<file path="src/rtl/vgroup_expander.sv">
module vgroup_expander #(
  parameter int VLEN = 128,
  parameter int IDXW = 5,
  parameter int OPW  = 6,
  localparam int VW  = $clog2(VLEN) + 1
) (
  input  logic            clk,
  input  logic            rst_n,
  input  logic            cfg_valid,
  input  logic [2:0]      cfg_lmul,
  input  logic [1:0]      cfg_sew,
  input  logic            in_valid,
  output logic            in_ready,
  input  logic [OPW-1:0]  in_op,
  input  logic [IDXW-1:0] in_vd,
  input  logic [IDXW-1:0] in_vs1,
  input  logic [IDXW-1:0] in_vs2,
  output logic            uop_valid,
  input  logic            uop_ready,
  output logic [OPW-1:0]  uop_op,
  output logic [IDXW-1:0] uop_vd,
  output logic [IDXW-1:0] uop_vs1,
  output logic [IDXW-1:0] uop_vs2,
  output logic            uop_last,
  output logic            illegal,
  output logic [VW-1:0]   vlmax
);

  localparam logic [VW-1:0] VBASE = VW'(VLEN / 8);

  logic [2:0]      lmul_q;
  logic [1:0]      sew_q;
  logic            busy;
  logic [2:0]      step, last_step;
  logic [OPW-1:0]  op_q;
  logic [IDXW-1:0] vd_q, vs1_q, vs2_q;
  logic            illegal_q;

  logic            cfg_ok;
  logic [IDXW-1:0] amask;
  logic            aligned;
  logic            accept;
  logic            fire;

  assign cfg_ok  = ~lmul_q[2];
  assign amask   = IDXW'((4'd1 << lmul_q[1:0]) - 4'd1);
  assign aligned = ((in_vd | in_vs1 | in_vs2) & amask) == '0;
  assign accept  = in_valid && in_ready;
  assign fire    = uop_valid && uop_ready;

  assign in_ready  = !busy;
  assign uop_valid = busy;
  assign uop_op    = op_q;
  assign uop_vd    = vd_q  + IDXW'(step);
  assign uop_vs1   = vs1_q + IDXW'(step);
  assign uop_vs2   = vs2_q + IDXW'(step);
  assign uop_last  = busy && (step == last_step);
  assign illegal   = illegal_q;
  assign vlmax     = cfg_ok ? ((VBASE >> sew_q) << lmul_q[1:0]) : '0;

  always_ff @(posedge clk or negedge rst_n) begin
    if (!rst_n) begin
      lmul_q <= 3'b000;
      sew_q  <= 2'b00;
    end else if (cfg_valid) begin
      lmul_q <= cfg_lmul;
      sew_q  <= cfg_sew;
    end
  end

  always_ff @(posedge clk or negedge rst_n) begin
    if (!rst_n) begin
      busy      <= 1'b0;
      step      <= '0;
      last_step <= '0;
      op_q      <= '0;
      vd_q      <= '0;
      vs1_q     <= '0;
      vs2_q     <= '0;
      illegal_q <= 1'b0;
    end else begin
      illegal_q <= 1'b0;
      if (accept) begin
        if (cfg_ok && aligned) begin
          busy      <= 1'b1;
          step      <= '0;
          last_step <= 3'((4'd1 << lmul_q[1:0]) - 4'd1);
          op_q      <= in_op;
          vd_q      <= in_vd;
          vs1_q     <= in_vs1;
          vs2_q     <= in_vs2;
        end else begin
          illegal_q <= 1'b1;
        end
      end else if (fire) begin
        if (step == last_step) busy <= 1'b0;
        else step <= step + 3'd1;
      end
    end
  end

  assert_no_uop_on_reject_R3: assert property (@(posedge clk) disable iff (!rst_n)
    illegal |-> !uop_valid);

  assert_step_order_R4: assert property (@(posedge clk) disable iff (!rst_n)
    (fire && !uop_last) |=> (uop_valid && uop_vd == $past(uop_vd) + IDXW'(1)
                             && uop_vs1 == $past(uop_vs1) + IDXW'(1)
                             && uop_vs2 == $past(uop_vs2) + IDXW'(1)
                             && uop_op == $past(uop_op)));

  assert_last_ends_R5: assert property (@(posedge clk) disable iff (!rst_n)
    (fire && uop_last) |=> !uop_valid);

  assert_hold_R6: assert property (@(posedge clk) disable iff (!rst_n)
    (uop_valid && !uop_ready) |=> (uop_valid && $stable(uop_vd) && $stable(uop_vs1)
                                   && $stable(uop_vs2) && $stable(uop_op) && $stable(uop_last)));

  assert_ready_low_R7: assert property (@(posedge clk) disable iff (!rst_n)
    uop_valid |-> !in_ready);

  assert_vlmax_range_R8: assert property (@(posedge clk) disable iff (!rst_n)
    vlmax <= VW'(VLEN));

endmodule

</file>
<file path="config.mk">
export PLATFORM = sky130hd
export DESIGN_NAME = vgroup_expander
export DESIGN_NICKNAME = d
export VERILOG_FILES = /design/src/rtl/vgroup_expander.sv
export SDC_FILE = /design/constraint.sdc
export NUM_CORES = 1
export LEC_CHECK = 0
export BUFFER_PORTS_ARGS = -buffer_cell sky130_fd_sc_hd__buf_2
export CORE_MARGIN = 4
export CORE_UTILIZATION = 40
export CTS_CLUSTER_SIZE = 20
export DETAILED_ROUTE_END_ITERATION = 16
export PLACE_DENSITY = 0.68
export SLEW_MARGIN = 15
export SYNTH_ARGS = -nofsm -noshare
export SYNTH_HDL_FRONTEND = slang
export SYNTH_SLANG_ARGS = --single-unit
</file>
<file path="constraint.sdc">
create_clock -name clk -period 3 [get_ports clk]
set_input_delay 0.6 -clock clk [delete_from_list [all_inputs] [get_ports clk]]
set_output_delay 0.6 -clock clk [all_outputs]
set_load 0.05 [all_outputs]
</file>
== After elaboration in Yosys (flattened, before gate mapping) ==
Index checks and enable logic that the tools add are counted.

* $add $sub $neg: 6
* Equal/unequal tests: 3
* Shifts and indexed selects: 4
* Mux-type cells: 11
* Bitwise operators: 4
* Reduce and logical (&&, ||, !) cells: 11

{| class="wikitable"
|+ Operator list
! kind !! number
|-
| $add 5x3->5 || 3
|-
| $mux 3 || 4
|-
| $or 5x5->5 || 2
|-
| $mux 8 || 1
|-
| $shl 8x2->8 || 1
|-
| $shr 5x2->8 const A || 1
|-
| $mux 1 || 6
|-
| $reduce_and 3->1 || 2
|-
| $and 5x5->5 || 1
|-
| $logic_not 5->1 || 1
|-
| $shl 1x2->5 const A || 1
|-
| $sub 5x1->5 const B || 1
|-
| $logic_and 1x1->1 || 4
|-
| $reduce_bool 2->1 || 2
|-
| $add 3x1->3 const B || 1
|-
| $eq 3x3->1 || 1
|-
| $shl 1x2->3 const A || 1
|-
| $sub 3x1->3 const B || 1
|-
| $ne 2x1->1 const B || 1
|-
| $ne 2x2->1 const B || 1
|-
| $reduce_and 2->1 || 1
|-
| $logic_not 1->1 || 1
|-
| $not 1->1 || 1
|}

* Flip-flop bits (word level): 34
* Input bits: 31
* Output and inout bits: 33
* Logic and storage cells: 49

== Longest topological paths before layout ==
Gate-level depths: netlist of run 1.

* Word-level depth: 7
* Gate-level depth with buffers: 8
* Depth with buffers taken out: 6

== Least setup slack after synthesis of run 1 ==
No wires, ideal clock.

* Kind: register to output
* Start: reg busy, in the netlist uop_valid
* End: out uop_last
* Data arrival time: 2.689 ns
* Data required time: 2.400 ns
* Path slack: -0.289 ns
* Stages on the path, launching flop included: 3
* Buffers on the path: 0
* Cells stage by stage: dfrtp_1 -> inv_1 -> nor4_1

* Longest elaborated chain between the ends: 1

{| class="wikitable"
|+ RTL lines
! what !! line !! text
|-
| start: declaration || 33 || <nowiki>logic busy;</nowiki>
|-
| start signal: assignment || 73 || <nowiki>busy <= 1'b0;</nowiki>
|-
| start signal: assignment || 85 || <nowiki>busy <= 1'b1;</nowiki>
|-
| start signal: assignment || 96 || <nowiki>if (step == last_step) busy <= 1'b0;</nowiki>
|-
| $logic_and 1x1->1 || 57 || <nowiki>assign uop_last = busy && (step == last_step);</nowiki>
|-
| end: declaration || 24 || <nowiki>output logic uop_last,</nowiki>
|}

Every way passes these cells.

== Final worst setup path of run 1 ==
* Start: reg step[0]
* End: out uop_vd[4]

* Longest elaborated chain between the ends: 1

{| class="wikitable"
|+ RTL lines
! what !! line !! text
|-
| start: declaration || 34 || <nowiki>logic [2:0] step, last_step;</nowiki>
|-
| start signal: assignment || 97 || <nowiki>else step <= step + 3'd1;</nowiki>
|-
| $add 5x3->5 || 54 || <nowiki>assign uop_vd = vd_q + IDXW'(step);</nowiki>
|-
| end: declaration || 21 || <nowiki>output logic [IDXW-1:0] uop_vd,</nowiki>
|}

Every way passes these cells.

==> results of run 1 <==
## through the flow
step | std cells | hold slack [ns] | cell area (um^2) | worst slack [ns]
after CTS | 296 | 0.421 | 2420 | 0.306
after detailed placement | 289 | 0.474 | 2340 | 0.511
after global routing | 296 | 0.460 | 2420 | 0.147
after floorplan | 164 | 0.304 | 1980 | 0.267
final | 296 | 0.386 | 2420 | 0.315
after global placement | 289 | 0.467 | 2340 | 0.533
## critical path: stages, from the launching register on
cell,delay (ns)
dfrtp_1,0.47
ha_1,0.27
fa_1,0.40
a21o_1,0.19
nand2_1,0.08
xnor2_1,0.11
buf_2,0.28
## cells by family after synthesis
logic type / count (synthesis)
AO/OA/AOI/OAI: 28
XOR/XNOR: 14
adder cells (fa/ha/maj): 14
buffers and inverters: 17
flip-flops: 34
multiplexers: 27
other: 1
AND/OR/NAND/NOR: 29
## layout make-up
type,count,area (um^2),share of cell area
Tap cell,67,83.8,0.0347
Timing Repair Buffer,64,325,0.135
Multi-Input combinational cell,113,1040,0.430
Inverter,11,41.3,0.0171
Clock buffer,7,76.3,0.0316
Sequential cell,34,851,0.352
## how the worst max path moves through the flow
stage                                 end  slack [ns]  cells past startpoint
floorplan                        uop_last        0.27                      2
global placement    uop_op[1]$_DFFE_PN0P_        0.53                      6
detailed placement  uop_op[2]$_DFFE_PN0P_        0.51                      6
CTS                             uop_vd[4]        0.31                      6
global route                   uop_vs1[4]        0.15                      7
finish                          uop_vd[4]        0.31                      6
## sequential cells by signal, indices dropped and copies added, names as in the netlist
register / flops
illegal: 1
last_step: 3
lmul_q: 3
sew_q: 2
step: 3
uop_op: 6
uop_valid: 1
vd_q: 5
vs1_q: 5
vs2_q: 5
## per-layer routing
metal  vias to the layer above  routed length (um)  global-route usage
met2                        36                1920               0.230
met4                         0                  63              0.0629
met5                         -                   0                   0
met1                       689                1930               0.197
met3                         5                 267              0.0436
li1                        706                   -                   -
## cell usage in the layout, fill, tap and decap left out, drive strengths merged, types with 3 or more instances in the layout
cell type,Yosys,final
a21o,4,4
a21oi,4,4
buf,5,64
clkbuf,1,7
dfrtp,34,34
fa,3,3
ha,11,11
inv,11,11
mux2,26,26
nand2,8,8
nand2b,3,3
nor2,5,5
nor3,4,4
o21ai,7,7
o22ai,3,3
o311ai,3,3
xnor2,9,9
xor2,5,5
==> impl_metrics.yaml, run 1 <==
outcome:
  status: "finished, final reports clean"
cts:
  clk_latency_ns: 0.28
  cts_setup_buffers: 0
  cts-root-buf: "clkbuf_8"
  cts_sinks: 34
  clk_path_buf_depth: 2
  clkTransAtPathRegs_ns: 0.07
  cts_max_level: 2
  cts_buffers: 5
  hold_buffers: 0
  cts_resized: 0
  cts_tree: "built"
final_layout:
  final_util: 0.508
  drive_gt1_frac: 0.354
  nFillCells: 478
  nNetsFinal: 274
  areaGrowthSynthToFinish_pct: 22.6
  antennaDiodeCount: 0
sta:
  tightest_slew_ns: 0.762
  finalSetupTns_ns: 0
  report.final.slew_viol_count: 0
  rsz0062_at_grt: "false"
  max-slew-margin-rel: 0.492
  period_minus_slack_ns: 2.69
  finalCritPeriodShare: 0.895
  max_freq_mhz: 372
  setup_violations: 0
  final_hold_viol_count: 0
  finClkSkew_ns: 0.00394
yosys:
  async_flop_share: 1.00
  syn_nets: 209
  synth-simple-area-share: 0.0806
  synthMuxAreaShare: 0.154
  yosysTopAreaCellShare: 0.432
  syn_inst: 164
  yosys-top-cells-area: "dfrtp_1 (43%), mux2_1 (13%), ha_1 (7.0%)"
  synth_common_cells: "dfrtp_1 (34), mux2_1 (22), ha_1 (11), inv_1 (11), xnor2_1 (9)"
  yosys_register_bits: 34
  yosysTopAreaCell: "dfrtp_1"
  synthXorXnorAreaFrac: 0.0622
  synth_flop_cell: "dfrtp_1"
  synth_edf_count: 0
  synth_area_um2: 1970
  yosysWarnings: 0
  syn_avg_cell_area_um2: 12.0
  yosys.area_share.adder: 0.100
  synth_top_family_by_area: "multiplexers"
  synth_compound_area_frac: 0.125
  ys_types: 38
  yosysMostFrequentCell: "dfrtp_1"
  synth_seq_area_share: 0.432
global_routing:
  antenna_found_initial: 0
  grt_pass1_wl_um: 7040
  gr-total-overflow: 0
  grt_pass1_vias: 1454
  grt_usage: 0.150
  grt_max_degree: 35
detailed_routing:
  drt_iter0_drc: 66
  routed_wl_um: 4180
  wl_per_cell_um: 14.1
  via_count: 1436
  firstDrtPassIters: 4
  viasPerCell: 4.85
  drc: 0
  antenna_left: 0
worst_hold_path:
  hp-class: "in2async"
worst_setup_path:
  r2r_start: "lmul_q[1]$_DFFE_PN0P_"
  critical_path_peak_fanout: 7
  cp-startpoint: "step[0]$_DFFE_PN0P_"
  cp.required_ns: 2.40
  start_kind: "flip-flop"
  r2r_slack_ns: 0.51
  crit_path_end_kind: "output pin"
  path_class: "reg2out"
  rr_endpoint: "uop_op[2]$_DFFE_PN0P_"
  reg2reg_depth: 6
  arrival_ns: 2.09
place:
  gp_congestion: 0.786
  port_buffers: 62
  dp.final_hpwl_um: 3210
die:
  start_util: 0.414
  top_level_ports: 64
  fp-row-count: 25
  core_um2: 4750
  die_x_um: 78.2
  die_h_um: 78.2
  die_area_um2: 6110
job:
  maxCapViolCount: 0
Power of run 1 is left out: the tool's default activity adds up to more than one toggle a clock period on the data nets, which glitch-free logic cannot reach.
==> run 2: changes to the inputs <==
--- a/config.mk
+++ b/config.mk
@@ -6,6 +6,7 @@
 export NUM_CORES = 1
 export LEC_CHECK = 0
 export BUFFER_PORTS_ARGS = -buffer_cell sky130_fd_sc_hd__buf_2
+export CORE_ASPECT_RATIO = 0.75
 export CORE_MARGIN = 4
 export CORE_UTILIZATION = 40
 export CTS_CLUSTER_SIZE = 20
@@ -15,3 +16,4 @@
 export SYNTH_ARGS = -nofsm -noshare
 export SYNTH_HDL_FRONTEND = slang
 export SYNTH_SLANG_ARGS = --single-unit
+export TNS_END_PERCENT = 1
==> run 2 against run 1 <==
Effect of this change:
- clock skew is 0.0013 ns lower
- register-to-register slack better by 0.08 ns
- flip-flop and latch count stayed put
- non-clock buffer count is 1 lower
- critical path type unchanged
- highest routed layer unchanged
==> impl_metrics.yaml, run 2 (synthesis gave the netlist of run 1 again) <==
final_layout:
  antennaDiodeCount: 0
  areaGrowthSynthToFinish_pct: 24.1
  layout_commonest_cell: "buf_2"
  nNetsFinal: 273
  layout_common_cells: "buf_2 (62), dfrtp_1 (34), mux2_1 (22), inv_1 (11), ha_1 (11)"
  drive_gt1_frac: 0.360
  largest_reg_flops: 6
cts:
  cts_resized: 0
  cts_setup_buffers: 0
  cts_buffers: 5
  cts-root-buf: "clkbuf_8"
  cts_sinks: 34
  clk_path_buf_depth: 2
  clk_latency_ns: 0.28
  clkTransAtPathRegs_ns: 0.07
  cts_tree: "built"
  cts_max_level: 2
  hold_buffers: 0
global_routing:
  grt_pass1_vias: 1431
  grt_max_degree: 35
  grt_pass1_wl_um: 6830
  grt_usage: 0.148
  gr-total-overflow: 0
  antenna_found_initial: 0
worst_setup_path:
  cp.required_ns: 2.40
  r2r_start: "lmul_q[1]$_DFFE_PN0P_"
  path_class: "reg2out"
  arrival_ns: 2.22
  critical_path_peak_fanout: 8
  critical_path.endpoint: "uop_vs2[4]"
  reg2reg_depth: 6
  cp-startpoint: "step[1]$_DFFE_PN0P_"
  crit_path_end_kind: "output pin"
  r2r_slack_ns: 0.59
  rr_endpoint: "uop_op[2]$_DFFE_PN0P_"
  start_kind: "flip-flop"
detailed_routing:
  antenna_left: 0
  viasPerCell: 4.95
  drc: 0
  routed_wl_um: 4110
  via_count: 1412
  drt_iter0_drc: 34
  wl_per_cell_um: 14.4
  firstDrtPassIters: 4
die:
  die_area_um2: 6130
  die_x_um: 89.1
  die_h_um: 68.8
  start_util: 0.429
  top_level_ports: 64
  core_um2: 4600
  fp-row-count: 21
sta:
  final_hold_viol_count: 0
  period_minus_slack_ns: 2.82
  rsz0062_at_grt: "false"
  max_freq_mhz: 355
  finClkSkew_ns: 0.00269
  finalCritPeriodShare: 0.940
  max-slew-margin-rel: 0.506
  report.final.slew_viol_count: 0
  finalSetupTns_ns: 0
  tightest_slew_ns: 0.741
  setup_violations: 0
place:
  port_buffers: 62
  gp_congestion: 0.735
  dp.final_hpwl_um: 3280
worst_hold_path:
  hp-class: "in2async"
outcome:
  status: "finished, final reports clean"
job:
  maxCapViolCount: 0
-- run 2: changes by cell type in the layout (fill, tap and decap cells not counted), sizes merged --
cell	delta
buf	-1
bufinv	+1
clkbuf	-1
-- run 2: cell type report --
class                   instances  area (um^2)
multi-input cells             113         1040
clock inverters                 1         30.0
well taps                      57         71.3
flip-flops and latches         34          851
clock buffers                   6         82.6
fillers                       405         2150
repair buffers                 63          330
inverters                      11         41.3
-- run 2: how the worst min path moves through the flow --
stage / from / to / slack [ns]
finish: rst_n / last_step[1]$_DFFE_PN0P_ / 0.38
detailed placement: uop_op[2]$_DFFE_PN0P_ / uop_op[2]$_DFFE_PN0P_ / 0.47
floorplan: rst_n / illegal$_DFF_PN0_ / 0.30
global route: rst_n / vs1_q[1]$_DFFE_PN0P_ / 0.45
global placement: uop_op[0]$_DFFE_PN0P_ / uop_op[0]$_DFFE_PN0P_ / 0.47
CTS: rst_n / vs1_q[0]$_DFFE_PN0P_ / 0.41
-- run 2: critical path, cell delays in order (launching register included) --
cell	delay, ns
dfrtp_1	0.58
inv_1	0.16
fa_1	0.49
nor2b_1	0.12
o21ai_0	0.13
xnor2_1	0.17
buf_2	0.28
-- run 2: layer usage --
| metal | global-route usage | wire length [um] |
|---|---|---|
| met4 | 0.0446 | 49 |
| met3 | 0.0499 | 350 |
| met5 | 0 | 0 |
| met2 | 0.212 | 1680 |
| met1 | 0.213 | 2030 |
-- run 2: through the flow --
step           setup slack [ns]  hold slack [ns]  cells  cell area [um^2]  utilization
2_1_floorplan             0.267            0.304    164              1980            -
3_3_place_gp              0.479            0.465    278              2330        0.507
3_5_place_dp              0.492            0.473    278              2330        0.507
4_1_cts                   0.169            0.408    285              2440        0.532
5_1_grt                  0.0236            0.449    285              2440        0.532
6_report                  0.181            0.380    285              2440        0.532
Power of run 2 is left out for the same reason.
